[src/rtl/canWakePkg.sv]
package canWakePkg;

  typedef enum logic [2:0] {
    OPM_POWERUP  = 3'd0,
    OPM_RESET    = 3'd1,
    OPM_STARTUP  = 3'd2,
    OPM_NORMAL   = 3'd3,
    OPM_FLASH    = 3'd4,
    OPM_STANDBY  = 3'd5,
    OPM_SLEEP    = 3'd6,
    OPM_FAILSAFE = 3'd7
  } opMode_e;

  typedef enum logic [1:0] {
    XS_OFF    = 2'd0,
    XS_WAKE   = 2'd1,
    XS_RXONLY = 2'd2,
    XS_NORMAL = 2'd3
  } xcvrState_e;

  typedef enum logic [1:0] {
    DS_IDLE = 2'd0,
    DS_DOM1 = 2'd1,
    DS_REC  = 2'd2,
    DS_DOM2 = 2'd3
  } detState_e;

  // control -> datapath strobes
  typedef struct packed {
    logic phaseRestart;
    logic phaseInc;
    logic winStart;
    logic winInc;
    logic hit;
  } detStrobe_t;

  // datapath -> control compare results
  typedef struct packed {
    logic domLongEnough;
    logic domReachNow;
    logic recLongEnough;
    logic winExpired;
  } detStatus_t;

endpackage

[src/rtl/canWakeModeDecode.sv]
module canWakeModeDecode
  import canWakePkg::*;
(
  input  opMode_e    opMode,
  input  logic [1:0] modeBits,
  input  logic       thermalStop,
  output xcvrState_e xcvrState
);

  always_comb begin
    unique case (opMode)
      OPM_NORMAL, OPM_STARTUP, OPM_FLASH:
        xcvrState = xcvrState_e'(modeBits);
      OPM_STANDBY:
        xcvrState = (modeBits == 2'b01) ? XS_WAKE : XS_OFF;
      OPM_SLEEP, OPM_FAILSAFE:
        xcvrState = thermalStop ? XS_OFF : XS_WAKE;
      default:
        xcvrState = XS_OFF;
    endcase
  end

endmodule

[src/rtl/canWakeCtrl.sv]
module canWakeCtrl
  import canWakePkg::*;
(
  input  logic       clk,
  input  logic       rstN,
  input  logic       busDom,
  input  xcvrState_e xcvrState,
  input  detStatus_t status,
  output detStrobe_t strb
);

  detState_e stQ, stD;
  logic listening;

  assign listening = (xcvrState == XS_WAKE);

  always_comb begin
    stD  = stQ;
    strb = '0;
    if (!listening) begin
      stD = DS_IDLE;
    end else if (stQ == DS_IDLE) begin
      if (busDom) begin
        stD               = DS_DOM1;
        strb.phaseRestart = 1'b1;
        strb.winStart     = 1'b1;
      end
    end else if (status.winExpired) begin
      stD = DS_IDLE;
    end else begin
      strb.winInc = 1'b1;
      unique case (stQ)
        DS_DOM1: begin
          if (busDom) begin
            strb.phaseInc = 1'b1;
          end else if (status.domLongEnough) begin
            stD               = DS_REC;
            strb.phaseRestart = 1'b1;
          end else begin
            stD = DS_IDLE;
          end
        end
        DS_REC: begin
          if (!busDom) begin
            strb.phaseInc = 1'b1;
          end else if (status.recLongEnough) begin
            stD               = DS_DOM2;
            strb.phaseRestart = 1'b1;
          end else begin
            // short gap: this dominant opens a fresh pattern
            stD               = DS_DOM1;
            strb.phaseRestart = 1'b1;
            strb.winStart     = 1'b1;
            strb.winInc       = 1'b0;
          end
        end
        DS_DOM2: begin
          if (busDom && status.domReachNow) begin
            strb.hit = 1'b1;
            stD      = DS_IDLE;
          end else if (busDom) begin
            strb.phaseInc = 1'b1;
          end else begin
            stD = DS_IDLE;
          end
        end
        default: stD = DS_IDLE;
      endcase
    end
  end

  always_ff @(posedge clk) begin
    if (!rstN) stQ <= DS_IDLE;
    else       stQ <= stD;
  end

endmodule

[src/rtl/canWakeDatapath.sv]
module canWakeDatapath
  import canWakePkg::*;
#(
  parameter int DOM_MIN = 4,
  parameter int REC_MIN = 3,
  parameter int WIN_MAX = 20
) (
  input  logic       clk,
  input  logic       rstN,
  input  detStrobe_t strb,
  input  logic       flagClr,
  input  logic       busDom,
  input  logic       txIn,
  input  xcvrState_e xcvrState,
  output detStatus_t status,
  output logic       wakeFlag,
  output logic       rxOut,
  output logic       txOut
);

  localparam int CNT_W = $clog2(WIN_MAX + 2);
  localparam logic [CNT_W-1:0] CNT_MAX = {CNT_W{1'b1}};

  logic [CNT_W-1:0] phaseCnt, winCnt;
  logic flagQ;

  always_ff @(posedge clk) begin
    if (!rstN) begin
      phaseCnt <= '0;
      winCnt   <= '0;
      flagQ    <= 1'b0;
    end else begin
      if (strb.phaseRestart)
        phaseCnt <= CNT_W'(1);
      else if (strb.phaseInc && phaseCnt != CNT_MAX)
        phaseCnt <= phaseCnt + CNT_W'(1);

      if (strb.winStart)
        winCnt <= CNT_W'(1);
      else if (strb.winInc && winCnt != CNT_MAX)
        winCnt <= winCnt + CNT_W'(1);

      if (strb.hit)      flagQ <= 1'b1;
      else if (flagClr)  flagQ <= 1'b0;
    end
  end

  assign status.domLongEnough = phaseCnt >= CNT_W'(DOM_MIN);
  assign status.domReachNow   = ({1'b0, phaseCnt} + (CNT_W+1)'(1)) >= (CNT_W+1)'(DOM_MIN);
  assign status.recLongEnough = phaseCnt >= CNT_W'(REC_MIN);
  assign status.winExpired    = winCnt >= CNT_W'(WIN_MAX);

  assign wakeFlag = flagQ;
  assign rxOut = (xcvrState == XS_RXONLY || xcvrState == XS_NORMAL) ? ~busDom : ~flagQ;
  assign txOut = (xcvrState == XS_NORMAL) ? txIn : 1'b1;

endmodule

[src/rtl/canWakeDetect.sv]
module canWakeDetect
  import canWakePkg::*;
#(
  parameter int DOM_MIN = 4,
  parameter int REC_MIN = 3,
  parameter int WIN_MAX = 20
) (
  input  logic       clk,
  input  logic       rstN,
  input  logic       busDom,
  input  logic       txIn,
  input  logic [1:0] modeBits,
  input  logic [2:0] opMode,
  input  logic       thermalStop,
  input  logic       flagClr,
  output logic [1:0] xcvrState,
  output logic       wakeFlag,
  output logic       rxOut,
  output logic       txOut
);

  xcvrState_e stateDec;
  detStrobe_t ctlStrobe;
  detStatus_t dpStatus;
  logic       detectHit;

  canWakeModeDecode u_decode (
    .opMode      (opMode_e'(opMode)),
    .modeBits    (modeBits),
    .thermalStop (thermalStop),
    .xcvrState   (stateDec)
  );

  canWakeCtrl u_ctrl (
    .clk       (clk),
    .rstN      (rstN),
    .busDom    (busDom),
    .xcvrState (stateDec),
    .status    (dpStatus),
    .strb      (ctlStrobe)
  );

  canWakeDatapath #(
    .DOM_MIN (DOM_MIN),
    .REC_MIN (REC_MIN),
    .WIN_MAX (WIN_MAX)
  ) u_dp (
    .clk       (clk),
    .rstN      (rstN),
    .strb      (ctlStrobe),
    .flagClr   (flagClr),
    .busDom    (busDom),
    .txIn      (txIn),
    .xcvrState (stateDec),
    .status    (dpStatus),
    .wakeFlag  (wakeFlag),
    .rxOut     (rxOut),
    .txOut     (txOut)
  );

  assign xcvrState = stateDec;
  assign detectHit = ctlStrobe.hit;

endmodule

[config.mk]
export PLATFORM = sky130hd
export DESIGN_NAME = canWakeDetect
export DESIGN_NICKNAME = d
export VERILOG_FILES = /design/src/rtl/canWakePkg.sv /design/src/rtl/canWakeModeDecode.sv /design/src/rtl/canWakeCtrl.sv /design/src/rtl/canWakeDatapath.sv /design/src/rtl/canWakeDetect.sv
export SDC_FILE = /design/constraint.sdc
export NUM_CORES = 1
export LEC_CHECK = 0
export BUFFER_PORTS_ARGS = -buffer_cell sky130_fd_sc_hd__clkbuf_2
export CORE_MARGIN = 4
export CORE_UTILIZATION = 45
export DETAILED_ROUTE_END_ITERATION = 10
export GPL_TIMING_DRIVEN = 0
export PLACE_DENSITY = 0.65
export SETUP_SLACK_MARGIN = 0.5
export SLEW_MARGIN = 20
export SYNTH_ARGS = -nofsm -noshare
export SYNTH_HDL_FRONTEND = slang
export SYNTH_SLANG_ARGS = --single-unit
[constraint.sdc]
create_clock -name clk -period 5.95 [get_ports clk]
set_clock_uncertainty 0.2 [all_clocks]
set_input_delay 0.595 -clock clk [delete_from_list [all_inputs] [get_ports clk]]
set_output_delay 0.595 -clock clk [all_outputs]
set_load 0.005 [all_outputs]
# ---- Yosys cells after proc, flatten, opt, wreduce, memory -nomap -nowiden
# Cells that the tools add are included.
dict set report word_totals {
  word_cells 88
  ramBits 0
  latch_bits 0
  inputBits 11
  rom_bits 0
  memories 0
  reg_bits 13
}
dict set report op_classes {
  n_addsub 3
  order_cmp 4
  n_reduce_logical 14
  n_shift 0
  mux 39
  n_mul 0
  n_eq_ne 19
  n_bitwise 3
  n_div 0
}
# op count
set ops {}
lappend ops {{2-to-1 mux 2 bit} 13}
lappend ops {{2-to-1 mux 1 bit} 20}
lappend ops {{== test 3 bit, second input constant} 4}
lappend ops {{case mux 2 bit (3 select lines)} 2}
lappend ops {{adder 5 x 1 -> 5 bit, second input constant} 2}
lappend ops {{2-to-1 mux 5 bit} 2}
lappend ops {{!= test 5 bit, second input constant} 2}
lappend ops {{== test 2 bit, second input constant} 4}
lappend ops {{adder 5 x 1 -> 6 bit, second input constant} 1}
lappend ops {{== test 2 x 1 -> 1 bit, second input constant} 3}
lappend ops {{== test 3 x 2 -> 1 bit, second input constant} 2}
lappend ops {{greater-or-equal comparator 6 x 3 -> 1 bit, second input constant} 1}
lappend ops {{nonzero test 2 bit} 3}
lappend ops {{OR reduction 2 bit} 3}
lappend ops {{greater-or-equal comparator 5 x 2 -> 1 bit, second input constant} 1}
lappend ops {{greater-or-equal comparator 5 x 3 -> 1 bit, second input constant} 1}
lappend ops {{greater-or-equal comparator 5 bit, second input constant} 1}
lappend ops {{!= test 5 x 3 -> 1 bit, second input constant} 1}
lappend ops {{!= test 4 x 3 -> 1 bit, second input constant} 1}
lappend ops {{AND reduction 4 bit} 1}
lappend ops {{logical AND 1 bit} 3}
lappend ops {{!= test 3 bit, second input constant} 1}
lappend ops {{NOT 1 bit} 3}
lappend ops {{case mux 1 bit (3 select lines)} 1}
lappend ops {{6 further kinds} 6}

# ---- Longest topological paths before layout
dict set report logic_depth {
  word_depth 11
  ltp_mapped 8
  mapped_depth_nobuf 8
}

# ---- Cells and area by module
# A second synthesis with hierarchy kept.
dict set report unflattened {
  cells_unflattened 120
  area_unflattened_um2 1043.5
}
# module n_inst area_per_inst_um2 cells_each seq_area_each_um2
set modules_own_cells {}
lappend modules_own_cells {canWakeDatapath 1 625.6 70 220.2}
lappend modules_own_cells {canWakeCtrl 1 346.6 42 40.0}
lappend modules_own_cells {canWakeModeDecode 1 71.3 8 0.0}

# ---- Least setup slack after synthesis
# No wires, ideal clock.
dict set report synth_timing {
  path_kind {register to register}
  startpoint {register u_dp.phaseCnt[0]}
  endpoint {register u_dp.phaseCnt[2]}
  arrival_time_ns 2.207
  synth_period_minus_slack_ns 2.478
  path_buffers 0
  required_ns 5.679
  stages_incl_launch_ff 9
  setup_slack_ns 3.472
  cell_sequence {dfxtp_1 ha_1 and3_2 ha_1 a21o_1 nor4_4 a21oi_2 or4_1 a21oi_1}
}
dict set report synth_between {
  elab_chain_len 9
}
# element line
set synth_lines {}
lappend synth_lines {{start: declaration} canWakeDatapath.sv:24} ;# logic [CNT_W-1:0] phaseCnt, winCnt;
lappend synth_lines {{start signal: assignment} canWakeDatapath.sv:36} ;# phaseCnt <= phaseCnt + CNT_W'(1);
lappend synth_lines {{adder 5 x 1 -> 6 bit} canWakeDatapath.sv:49} ;# assign status.domReachNow = ({1'b0, phaseCnt} + (CNT_W+1)'(1)) >= (CNT_W+1)'(DOM_MIN);
lappend synth_lines {{greater-or-equal comparator 6 x 3 -> 1 bit} canWakeDatapath.sv:49}
lappend synth_lines {{logical AND 1 bit} canWakeCtrl.sv:58} ;# if (busDom && status.domReachNow) begin
lappend synth_lines {{2-to-1 mux 1 bit} canWakeCtrl.sv:58}
lappend synth_lines {{case mux 1 bit (3 select lines)} canWakeCtrl.sv:32} ;# unique case (stQ)
lappend synth_lines {{2-to-1 mux 5 bit} canWakeCtrl.sv:28} ;# end else if (status.winExpired) begin
lappend synth_lines {{2-to-1 mux 1 bit} canWakeCtrl.sv:22} ;# end else if (stQ == DS_IDLE) begin
lappend synth_lines {{2-to-1 mux 5 bit} canWakeCtrl.sv:20} ;# if (!listening) begin
lappend synth_lines {{logical AND 1 bit} canWakeDatapath.sv:35} ;# else if (strb.phaseInc && phaseCnt != CNT_MAX)
# Several ways; a longest one is shown, not always the timed one.
# A chain may end at the register's enable or synchronous reset.

# ---- Worst setup path after layout
# Ends and elaborated chain as after synthesis.

==> reports/metrics.csv <==
metric,value,unit
area_growth_syn_to_layout,12.57,%
post-route-worst-setup-slack,3.237,ns
synth-edff-count,0,
maxSlewHeadroom,0.6644,
ys_async_sr_fraction,0,
min_from,u_dp.winCnt[3],
grt_pass1_vias,938,
min_period,2.713,ns
core_area,0.002255,sq mm
rsz0062_at_grt,false,
grt-ovfl-total,0,
wl_per_cell,12.70,um
rows,17,
synth_top_cell_area_share,0.2399,
critPathMaxFanout,7,
drive_above_1_share,0.2067,
grt_antenna_before_repair,0,
tns,0,ns
yosysSeqAreaShare,0.2399,
nFillCells,233,
worstPathArrival,2.73,ns
crit-reg2reg-launch,u_dp.phaseCnt[0],
slew_violations,0,
clk_latency,0.28,ns
power_leakage,0.5386,nW
placed_cell_area,0.001195,sq mm
design_area,0.001221,sq mm
worst_pin_slew,0.4981,ns
start_kind,flip-flop,
peakVddDrop,0.07661,mV
cts_hold_buf,0,
die_w,57.10,um
initial_utilization,0.4811,
path_class,reg2reg,
place.detailed.hpwl,1799,um
syn_nets,152,
register_area,260.3,sq um
r2r_cells,8,
synth_area_leader_cell,dfxtp_1,
drc,0,
die_h,57.10,um
maxCapViolCount,0,
end_kind,flip-flop,
netlist_area,0.001085,sq mm
synth_seq_cells,13,
cts_max_path_buffers,2,
post-place-ws,3.275,ns
clkSinkCount,13,
min_to,u_dp.winCnt[3],
netlist_instances,131,
grt_max_degree,11,
setup_viol,0,
root_buffer,clkbuf_4,
fp.dieArea,0.003260,sq mm
num_antenna_cells,0,
reg2reg_to,u_dp.phaseCnt[2],
tritoncts,yes,
clkTransAtPathRegs,0.08,ns
num_io_pins,16,
htree_levels,1,
fin_util,0.5416,
hold_depth,2,
multi_input_area,770.7,sq um
track_usage,0.1460,
power_density,139.4,mW/mm^2
dr.pass1.iters,4,
hp-class,reg2reg,
ys_types,46,
synth_area_per_cell,8.281,sq um
vias,1025,
worstPathRequired,5.97,ns
cts_resized,0,
hold_viol,0,
place.gp.congestion,0.7861,
numCtsBuffers,3,
synth-main-ff-cell,dfxtp_1,
fmax,0.3686,GHz
r2r_slack,3.24,ns
synth_area_leaders,"dfxtp_1 24%, ha_1 12%, a21oi_1 6.5%, mux2i_1 3.7%, inv_1 3.5%",
viasPerCell,5.758,
min_period_over_period,0.4560,
grt_pass1_wl,3946,um
first_iter_violations,18,
cts_setup_buffers,0,
port_buffers,15,
status,"complete, no violations",
yosys_warnings,0,
ant_nets,0,
nets,172,
wl,2260,um
sequential cells by signal, indices dropped and copies added (netlist names):
name / count
u_ctrl.stQ: 2
u_dp.phaseCnt: 5
u_dp.wakeFlag: 1
u_dp.winCnt: 5
Yosys cell counts, types with 2 or more instances:
master / count
o21ai_2: 2
nand3_1: 5
xor2_1: 2
a211oi_1: 3
o21ai_0: 7
and3_1: 2
inv_1: 10
nor3_1: 3
nor2_1: 8
nor2b_1: 4
a21oi_1: 14
nor3b_1: 2
nand2_1: 5
o21a_1: 2
ha_1: 10
mux2i_1: 4
or4_1: 2
or3_1: 2
dfxtp_1: 13
o31ai_1: 5
layout by cell type (no fill, tap or decap), types with 2 or more instances in the layout:
master,n
a211oi_1,3
a21oi_1,14
and3_1,2
clkbuf_2,15
clkbuf_4,3
dfxtp_1,13
ha_1,10
inv_1,10
mux2i_1,4
nand2_1,5
nand3_1,5
nor2_1,8
nor2b_1,4
nor3_1,3
nor3b_1,2
o21a_1,2
o21ai_0,7
o21ai_2,2
o31ai_1,5
or3_1,2
or4_1,2
xor2_1,2
critical path, stage by stage (launching register included):
cell and delay (ns):
dfxtp_1 0.38, ha_1 0.27, and3_2 0.22, ha_1 0.31, a21o_1 0.21, nor4_4 0.32, a21oi_2 0.15, or4_1 0.42
a21oi_1 0.15
area by class of cell:
class	instances	area share
multi-input cells	106	0.6311
flip-flops and latches	13	0.2131
repair buffers	15	0.06148
inverters	10	0.03074
well taps	28	0.02869
clock buffers	4	0.02152
plain buffers	2	0.01332
how the worst max path moves through the flow:
stage,startpoint,end,slack [ns],depth (start not counted)
global route,u_dp.phaseCnt[0],u_dp.phaseCnt[2],3.12,8
finish,u_dp.phaseCnt[0],u_dp.phaseCnt[2],3.24,8
global placement,u_dp.phaseCnt[0],u_dp.phaseCnt[3],3.36,8
floorplan,u_dp.phaseCnt[0],u_dp.phaseCnt[2],3.47,8
detailed placement,u_dp.phaseCnt[0],u_dp.phaseCnt[2],3.28,8
CTS,u_dp.phaseCnt[0],u_dp.phaseCnt[2],3.25,8
metal layers:
layer	global-route usage	vias up	routed length (um)
met1	0.1888	472	1043
met3	0.02036	4	111
met4	0.04967	0	28
met5	0	-	0
met2	0.2480	21	1076
li1	-	528	-
through the flow:
stage	power (W)	std cells	hold WS (ns)
after global routing	0.0001787	178	0.3388
after global placement	0.0001147	174	0.3002
after CTS	0.0001712	178	0.3198
after detailed placement	0.0001155	174	0.3078
after floorplan	0.0001059	131	0.2804
final	0.0001702	178	0.3170
cell families (layout without fill, tap and decap cells):
logic type / count (synthesis) / count (layout) / share of synthesized area
AND/OR/NAND/NOR: 42 / 42 / 0.2365
flip-flops: 13 / 13 / 0.2399
AO/OA/AOI/OAI: 47 / 47 / 0.2976
buffers and inverters: 12 / 31 / 0.04959
adder cells (fa/ha/maj): 10 / 10 / 0.1153
multiplexers: 4 / 4 / 0.03691
XOR/XNOR: 3 / 3 / 0.02423
power by group:
group	internal [W]	switching, W
logic	0.0000106	0.0000142
registers	0.0000878	0.000000962
clock network	0.0000260	0.0000306
Note: power is estimated with default switching activity, not from simulation.
